File: src/rtl/modbuf_pkg.sv
// Package: shared addressing-mode encoding for the modulo address corrector.
// Assumes a 2-bit mode field; both upper codes mean base-plus-offset.
package modbuf_pkg;
    typedef enum logic [1:0] {
        AM_PRE     = 2'd0,
        AM_POST    = 2'd1,
        AM_OFFSET  = 2'd2,
        AM_OFFSET2 = 2'd3
    } addr_mode_e;
endpackage

File: src/rtl/modbuf_fold.sv
// Module: folds a modified address back into [lo, hi] when it has left the
// buffer in the direction of the step. Assumes hi >= lo (unsigned) and a
// step smaller than the buffer length, so one fold is enough. Purely
// combinational.
module modbuf_fold #(
    parameter int AW = 16
) (
    input  logic [AW-1:0] addr_in,
    input  logic [AW-1:0] step,
    input  logic [AW-1:0] lo,
    input  logic [AW-1:0] hi,
    input  logic          enable,
    output logic [AW-1:0] addr_out,
    output logic          folded
);
    localparam int SIGN = AW - 1;

    logic [AW-1:0] buf_len;
    logic          step_up;
    logic          step_dn;
    logic          over_hi;
    logic          under_lo;

    // Purpose: buffer length and step direction.
    always_comb begin
        buf_len = hi - lo + AW'(1);
        step_dn = step[SIGN];
        step_up = !step[SIGN] && (step != '0);
    end

    // Purpose: strict boundary tests, only on the side being approached.
    always_comb begin
        over_hi  = enable && step_up && (addr_in > hi);
        under_lo = enable && step_dn && (addr_in < lo);
    end

    // Purpose: apply one buffer length of correction.
    always_comb begin
        if (over_hi)       addr_out = addr_in - buf_len;
        else if (under_lo) addr_out = addr_in + buf_len;
        else               addr_out = addr_in;
        folded = over_hi || under_lo;
    end
endmodule

File: src/rtl/modbuf_outreg.sv
// Module: one-cycle output register with a valid strobe. Data is captured
// only on valid requests; everything clears on synchronous active-low reset.
module modbuf_outreg #(
    parameter int AW = 16
) (
    input  logic          clk,
    input  logic          rst_n,
    input  logic          in_valid,
    input  logic [AW-1:0] in_ea,
    input  logic          in_wb_en,
    input  logic [AW-1:0] in_wb_val,
    output logic          out_valid,
    output logic [AW-1:0] out_ea,
    output logic          out_wb_en,
    output logic [AW-1:0] out_wb_val
);
    // Purpose: strobe follows the request one cycle later.
    always_ff @(posedge clk) begin
        if (!rst_n) out_valid <= 1'b0;
        else        out_valid <= in_valid;
    end

    // Purpose: hold the result of the last valid request.
    always_ff @(posedge clk) begin
        if (!rst_n) begin
            out_ea     <= '0;
            out_wb_en  <= 1'b0;
            out_wb_val <= '0;
        end else if (in_valid) begin
            out_ea     <= in_ea;
            out_wb_en  <= in_wb_en;
            out_wb_val <= in_wb_val;
        end
    end

    // the strobe tracks the request with one cycle of latency.
    p_strobe_latency_r1: assert property (@(posedge clk) disable iff (!rst_n)
        in_valid |=> out_valid);
    p_strobe_idle_r1: assert property (@(posedge clk) disable iff (!rst_n)
        !in_valid |=> !out_valid);
endmodule

File: src/rtl/modbuf_corrector.sv
// Module: top of the circular-buffer effective-address corrector. It adds the
// step to the pointer, folds the sum into the buffer when the request's
// pointer is the selected one and correction is enabled, and then picks the
// access address and writeback value by mode. Assumes byte addresses,
// cfg_buf_end >= cfg_buf_start, and |step| below the buffer length.
module modbuf_corrector
    import modbuf_pkg::*;
#(
    parameter int AW   = 16,
    parameter int SELW = 4
) (
    input  logic            clk,
    input  logic            rst_n,
    input  logic            req_valid,
    input  logic [1:0]      req_mode,
    input  logic [SELW-1:0] req_ptr_idx,
    input  logic [AW-1:0]   req_ptr_val,
    input  logic [AW-1:0]   req_step,
    input  logic            cfg_mod_en,
    input  logic [SELW-1:0] cfg_mod_sel,
    input  logic [AW-1:0]   cfg_buf_start,
    input  logic [AW-1:0]   cfg_buf_end,
    output logic            out_valid,
    output logic [AW-1:0]   out_ea,
    output logic            out_wb_en,
    output logic [AW-1:0]   out_wb_val
);
    addr_mode_e    mode;
    logic          sel_hit;
    logic [AW-1:0] raw_sum;
    logic [AW-1:0] fixed_sum;
    logic          folded;
    logic [AW-1:0] nxt_ea;
    logic          nxt_wb_en;
    logic [AW-1:0] nxt_wb_val;

    // Purpose: decode mode, pointer match and the unmodified sum.
    always_comb begin
        mode    = addr_mode_e'(req_mode);
        sel_hit = cfg_mod_en && (req_ptr_idx == cfg_mod_sel);
        raw_sum = req_ptr_val + req_step;
    end

    modbuf_fold #(.AW(AW)) u_fold (
        .addr_in  (raw_sum),
        .step     (req_step),
        .lo       (cfg_buf_start),
        .hi       (cfg_buf_end),
        .enable   (sel_hit),
        .addr_out (fixed_sum),
        .folded   (folded)
    );

    // Purpose: choose the access address and writeback by addressing mode.
    always_comb begin
        unique case (mode)
            AM_PRE: begin
                nxt_ea     = fixed_sum;
                nxt_wb_en  = 1'b1;
                nxt_wb_val = fixed_sum;
            end
            AM_POST: begin
                nxt_ea     = req_ptr_val;
                nxt_wb_en  = 1'b1;
                nxt_wb_val = fixed_sum;
            end
            default: begin
                nxt_ea     = fixed_sum;
                nxt_wb_en  = 1'b0;
                nxt_wb_val = req_ptr_val;
            end
        endcase
    end

    modbuf_outreg #(.AW(AW)) u_out (
        .clk        (clk),
        .rst_n      (rst_n),
        .in_valid   (req_valid),
        .in_ea      (nxt_ea),
        .in_wb_en   (nxt_wb_en),
        .in_wb_val  (nxt_wb_val),
        .out_valid  (out_valid),
        .out_ea     (out_ea),
        .out_wb_en  (out_wb_en),
        .out_wb_val (out_wb_val)
    );

    // a non-selected or disabled pointer sees plain modulo-2^16 sums.
    p_bypass_r2: assert property (@(posedge clk) disable iff (!rst_n)
        (req_valid && !sel_hit && req_mode != 2'd1)
        |=> out_ea == $past(req_ptr_val + req_step));
    // a forward sum at or below the end address is not touched.
    p_hi_strict_r3: assert property (@(posedge clk) disable iff (!rst_n)
        (req_valid && req_mode == 2'd0 && !req_step[AW-1] && raw_sum <= cfg_buf_end)
        |=> out_ea == $past(raw_sum));
    // a backward sum at or above the start address is not touched.
    p_lo_strict_r4: assert property (@(posedge clk) disable iff (!rst_n)
        (req_valid && req_mode == 2'd0 && req_step[AW-1] && raw_sum >= cfg_buf_start)
        |=> out_ea == $past(raw_sum));
    // a zero step never folds.
    p_zero_step_r5: assert property (@(posedge clk) disable iff (!rst_n)
        (req_valid && req_step == '0) |-> !folded);
    // post-modify accesses at the unmodified pointer and writes back.
    p_post_ea_r7: assert property (@(posedge clk) disable iff (!rst_n)
        (req_valid && req_mode == 2'd1)
        |=> (out_ea == $past(req_ptr_val)) && out_wb_en);
    // offset mode keeps the pointer register unchanged.
    p_offset_keep_r8: assert property (@(posedge clk) disable iff (!rst_n)
        (req_valid && req_mode[1])
        |=> !out_wb_en && (out_wb_val == $past(req_ptr_val)));
endmodule

File: config.mk
export PLATFORM = sky130hd
export DESIGN_NAME = modbuf_corrector
export DESIGN_NICKNAME = d
export VERILOG_FILES = /design/src/rtl/modbuf_pkg.sv /design/src/rtl/modbuf_fold.sv /design/src/rtl/modbuf_outreg.sv /design/src/rtl/modbuf_corrector.sv
export SDC_FILE = /design/constraint.sdc
export NUM_CORES = 1
export LEC_CHECK = 0
export ABC_AREA = 1
export BUFFER_PORTS_ARGS = -buffer_cell sky130_fd_sc_hd__buf_4
export CAP_MARGIN = 15
export CORE_MARGIN = 3
export CORE_UTILIZATION = 45
export CTS_CLUSTER_DIAMETER = 80
export DETAILED_ROUTE_END_ITERATION = 16
export PLACE_DENSITY = 0.67
export SLEW_MARGIN = 20
export SYNTH_ARGS = -nofsm -noshare
export SYNTH_HDL_FRONTEND = slang
export SYNTH_SLANG_ARGS = --single-unit
File: constraint.sdc
create_clock -name clk -period 5.22 [get_ports clk]
set_input_delay 0.522 -clock clk [delete_from_list [all_inputs] [get_ports clk]]
set_output_delay 0.522 -clock clk [all_outputs]
set_load 0.03 [all_outputs]
==> Word level (Yosys, flattened, before mapping) <==
Index checks and enable logic that the tools add are counted.
W data, S select, Z words.
{ "word_totals": {"regBits": 34, "output_inout_bits": 34, "wordCells": 28, "inputBits": 78} }
{ "classes": {"reduce_logical": 10, "eq_ne": 2, "addsub": 5, "mux": 5, "n_lt_le_gt_ge": 2} }
{ "ops": {"columns": ["cell", "count"], "rows": [
  ["$mux W16", 4],
  ["$add A16 B16 Y16", 2],
  ["$sub A16 B16 Y16", 2],
  ["$add A16 B1 Y16 const B", 1],
  ["$gt A16 B16 Y1", 1],
  ["$lt A16 B16 Y1", 1],
  ["$reduce_bool A16 Y1", 1],
  ["$logic_and A1 B1 Y1", 6],
  ["$eq A4 B4 Y1", 1],
  ["$eq A2 B1 Y1 const B", 1],
  ["$logic_not A2 Y1", 1],
  ["$reduce_or A2 Y1", 1],
  ["$logic_not A1 Y1", 1],
  ["$mux W1", 1]
]} }

==> Logic depth before layout (Yosys ltp) <==
{ "logic_depth": {"depth_word": 7, "mapped_depth": 27, "mapped_depth_nobuf": 26} }

==> Hierarchy <==
From an unflattened synthesis, not the netlist that was laid out.
{ "unflattened": {"hier_cells": 1176, "area_unflattened_um2": 6761.5} }
{ "modules_own_cells": {"columns": ["module", "area_per_inst_um2", "n_inst", "cells_per_inst", "seq_area_each_um2"], "rows": [
  ["modbuf_fold", 4055.1, 1, 694, 0.0],
  ["modbuf_outreg", 1372.6, 1, 212, 680.7],
  ["modbuf_corrector", 1333.8, 1, 270, 0.0]
]} }

==> Worst setup path before layout <==
No wires, ideal clock.
{ "synth_timing": {"path_type": "input port to flip-flop", "from": "in cfg_buf_end[1]", "to": "reg u_out.out_wb_val[14]", "required_ps": 5092, "path_stages": 25, "slack_ps": 1348, "n_path_buf": 1, "t_arrival_ps": 3743, "setup_time_ps": 128, "cell_sequence": "inv_1 -> ha_1 -> inv_1 -> ha_1 -> fa_1 -> nand2_1 -> nand2_1 -> nand3_1 -> nand2_1 -> a21oi_1 -> o21ai_0 -> a31o_2 -> xor2_1 -> inv_1 -> ha_1 -> buf_2 -> inv_1 -> a221oi_1 -> o211ai_1 -> nor2_1 -> nor2_1 -> nand2_1 -> nand2_1 -> a21oi_1 -> nor2_1"} }
{ "synth_between": {"elab_chain_cells": 6, "elab_cells_between_ends": 9, "cone_classes": "4 x add/sub; 1 x order compare; 3 x mux; 1 x reduce/logical"} }
{ "synth_lines": {"columns": ["element", "line_no", "text"], "rows": [
  ["start: declaration", "modbuf_corrector.sv:22", "input logic [AW-1:0] cfg_buf_end,"],
  ["$sub A16 B16 Y16", "modbuf_fold.sv:26", "buf_len = hi - lo + AW'(1);"],
  ["$add A16 B1 Y16", "modbuf_fold.sv:26", null],
  ["$add A16 B16 Y16", "modbuf_fold.sv:40", "else if (under_lo) addr_out = addr_in + buf_len;"],
  ["$mux W16", "modbuf_fold.sv:40", null],
  ["$mux W16 (*)", "modbuf_fold.sv:39", "if (over_hi) addr_out = addr_in - buf_len;"],
  ["$mux W16 (*)", "modbuf_corrector.sv:56", "unique case (mode)"],
  ["end signal: assignment", "modbuf_outreg.sv:32", "out_wb_val <= in_wb_val;"],
  ["end: declaration", "modbuf_outreg.sv:15", "output logic [AW-1:0] out_wb_val"]
]} }
Mark *: on every way between the ends. The rest lies on a longest branch, timed or not.
A chain may end at the register's enable or synchronous reset.

==> Worst setup path after layout <==
{ "layout_timing": {"from": "in cfg_buf_end[1]", "to": "reg u_out.out_ea[15]"} }
{ "layout_between": {"elab_chain_cells": 6, "elab_cells_between_ends": 9, "cone_classes": "4 x add/sub; 1 x order compare; 3 x mux; 1 x reduce/logical"} }
{ "layout_lines": {"columns": ["element", "line_no", "text"], "rows": [
  ["$sub A16 B16 Y16", "modbuf_fold.sv:26", null],
  ["$add A16 B1 Y16", "modbuf_fold.sv:26", null],
  ["$add A16 B16 Y16", "modbuf_fold.sv:40", null],
  ["$mux W16", "modbuf_fold.sv:40", null],
  ["$mux W16 (*)", "modbuf_fold.sv:39", null],
  ["$mux W16 (*)", "modbuf_corrector.sv:56", null],
  ["end signal: assignment", "modbuf_outreg.sv:30", "out_ea <= in_ea;"],
  ["end: declaration", "modbuf_outreg.sv:13", "output logic [AW-1:0] out_ea,"]
]} }
Marks and branches as above.

==> out/summary.json <==
{
  "place": {
    "standard_cell_area_after_detailed_placement_sq_mm": 0.00714,
    "port_buffers": 111,
    "post-dp-hpwl_um": 15000,
    "finalWeightedCongestion": 0.983,
    "placedCellCount": 1256
  },
  "synthesis": {
    "share_of_yosys_cell_area_claimed_by_the_top_area_cell_type": 0.211,
    "mappedNetlistArea_sq_mm": 0.00622,
    "dominantRegCellSynth": "dfxtp_1",
    "ys_seq_area_frac": 0.109,
    "yosysUniqueCellTypes": 55,
    "synth-warning-count": 0,
    "post_synth_main_area_contributors": "ha_1 (21%), nand2_1 (17%), dfxtp_1 (11%), inv_1 (8.7%), a21oi_1 (6.1%)",
    "avgSynthCellArea_sq_um": 6.28,
    "synthDominantAreaCellType": "ha_1",
    "syn_nets": 1178,
    "synth_enable_flop_cells": 0,
    "synth-async-reset-ratio": 0,
    "postSynthRegisterBits": 34,
    "syn-instance-count": 991
  },
  "clock_tree": {
    "numClockSinks": 34,
    "cts-root-buf": "clkbuf_16",
    "cts_setup_buffers": 0,
    "tritoncts": "built",
    "clk_transition_reported_paths_ps": 60,
    "cts.repair.resized": 0,
    "maximum_level_of_the_cts_h_tree": 2,
    "worst_skew_pair.late_latency_ps": 290,
    "max-clock-path-buffers": 2,
    "cts.hold.buffers_added": 0,
    "tritoncts.num_buffers": 5
  },
  "setup_path": {
    "worstSetupEndpointType": "flop",
    "reg2reg_from": "u_out.out_wb_val[13]",
    "path_class": "input port to flop",
    "ff2ff_setup_slack_ps": 4360,
    "largest_incremental_delay_on_the_critical_path_ps": 410,
    "critical_path.startpoint_type": "input port",
    "r2r_cells": 3,
    "crit_arrival_ps": 4290,
    "worst_path_max_delay_cell": "ha_1",
    "rr_endpoint": "u_out.out_wb_val[13]",
    "worstPathRequired_ps": 5420,
    "path_max_fanout": 7,
    "critical_path_most_common_cell": "nand2_1"
  },
  "global_route": {
    "gr-usage-all-layers": 0.230,
    "initial_antenna_violation_count": 0,
    "grt_pass1_wl_um": 28400,
    "grt_pass1_vias": 6026,
    "grt.overflow.total": 0,
    "grt_max_degree": 34
  },
  "routing": {
    "detailedRoute.firstPassIterationCount": 5,
    "detailed_route_via_count": 6462,
    "drt-initial-drc-count": 391,
    "post-route-drc-count": 0,
    "wire_per_inst_um": 14.0,
    "final_wl_um": 17600,
    "final_antenna_net_count": 0,
    "post_drt_via_cell_ratio": 5.11
  },
  "cells_and_area": {
    "final_area_sq_mm": 0.00729,
    "area_delta_synth_final_pct": 17.1,
    "final_nets": 1274,
    "commonest_non_fill_non_tap_cell_in_the_layout": "nand2_1",
    "layout.cells.most_common_list": "nand2_1 (278), inv_1 (144), buf_4 (113)",
    "layout-drive-gt1-share": 0.158,
    "total_inserted_antenna_cells": 0,
    "layoutNonFillerInstCount": 1264
  },
  "floorplan": {
    "die_area_sq_mm": 0.0153,
    "core_area_sq_mm": 0.0134,
    "fp.dieW_um": 124,
    "boundaryPins": 112,
    "fp.dieH_um": 124,
    "start_util": 0.464,
    "row_count": 42
  },
  "pwr": {
    "ir_worst_vdd_mv": 0.114,
    "power.density_cell_area_mw_per_mm2": 302,
    "power.static_leakage_uw": 0.00408
  },
  "timing": {
    "crit_share_post_route": 0.784,
    "measured_slew_at_the_worst_slew_check_pin_ps": 1030,
    "final-setup-viol-count": 0,
    "layout_min_cycle_time_ps": 4090,
    "maxSlewHeadroom": 0.315,
    "finalHoldViolCount": 0,
    "timing.fmax_mhz": 244,
    "unrepaired_setup_endpoints_after_global_routing": "false",
    "final_count_of_pins_violating_max_slew": 0,
    "finClkSkew_ps": 0,
    "timing.setup.tns_ps": 0
  },
  "hold_path": {
    "timing.hold.worst.start": "rst_n",
    "worst_hold_path_cells": 3,
    "min_to": "u_out.out_valid",
    "timing.hold.worst.class": "input port to flop"
  },
  "outcome": {
    "result_of_the_run": "finished, final reports clean"
  },
  "flow_run": {
    "cap_viol_max_count": 0
  }
}
[stage by stage]
stage                     utilization  worst slack (ps)  power, uW  hold WS [ps]
after floorplan                     -              1350       1510           591
after global placement          0.533               911       1900           458
after detailed placement        0.533               821       1900           465
after CTS                       0.544              1090       2200           434
after global routing            0.544               675       2440           461
final                           0.544              1130       2200           439
[cell families after synthesis]
group,share of synthesized area
AOI/OAI and AO/OA,0.171
and+or+nand+nor,0.316
adders and majority gates,0.224
xor gates and xnor gates,0.0641
buffers and inverters,0.116
DFF,0.109
[power by group]
part	switching [uW]	internal [uW]
Sequential	14.2	284
Clock	120	177
Combinational	1030	578
[area by class of cell]
type	count	area, sq um
Clock buffer	6	129
Clock inverter	2	13.8
Fill cell	1435	6110
Inverter	151	571
Multi-Input combinational cell	782	4820
Sequential cell	34	681
Tap cell	176	220
Timing Repair Buffer	113	848
[cell usage after synthesis (5+ instances only)]
cell type and count:
a21oi_1 76, nand3_1 64, a21o_1 7, nor3_1 10, inv_1 145, a21oi_2 11
nand2_1 278, o21bai_1 6, xor2_1 34, a31oi_1 17, nand2_2 8, o21ai_1 6
dfxtp_1 34, nand3_2 7, ha_1 105, xnor2_1 6, nor2_1 54, buf_2 6
clkbuf_1 9, nand3b_1 5, o21ai_0 35, o21ai_2 6
[critical path, delay by kind of cell]
family,cells,cell delay [ps]
AND/OR/NAND/NOR,10,900
adder cells (fa/ha/maj),4,1270
AO/OA/AOI/OAI,6,1050
XOR/XNOR,1,170
buffers and inverters,5,370
[metal layers]
layer / share of wire / global-route usage / vias to the layer above
met5: 0 / 0 / -
li1: - / - / 3420
met2: 0.47 / 0.399 / 150
met4: 0.011 / 0.0304 / 0
met1: 0.47 / 0.316 / 2873
met3: 0.052 / 0.0259 / 19
[worst max-delay path by stage]
stage / from / cells past startpoint / end / slack [ps]
after floorplan: cfg_buf_end[1] / 25 / u_out.out_wb_val[14] / 1350
after global placement: cfg_buf_end[1] / 25 / u_out.out_ea[14] / 910
after detailed placement: cfg_buf_end[1] / 26 / u_out.out_ea[15] / 820
after CTS: cfg_buf_end[1] / 26 / u_out.out_ea[15] / 1090
after global routing: cfg_buf_end[1] / 25 / u_out.out_wb_val[14] / 680
final: cfg_buf_end[1] / 26 / u_out.out_ea[15] / 1130
[flip-flops by register name, summed over array words and instances (netlist names)]
register          cells
u_out.out_ea         16
u_out.out_valid       1
u_out.out_wb_en       1
u_out.out_wb_val     16
No activity file was read; power rests on OpenSTA's default activity.
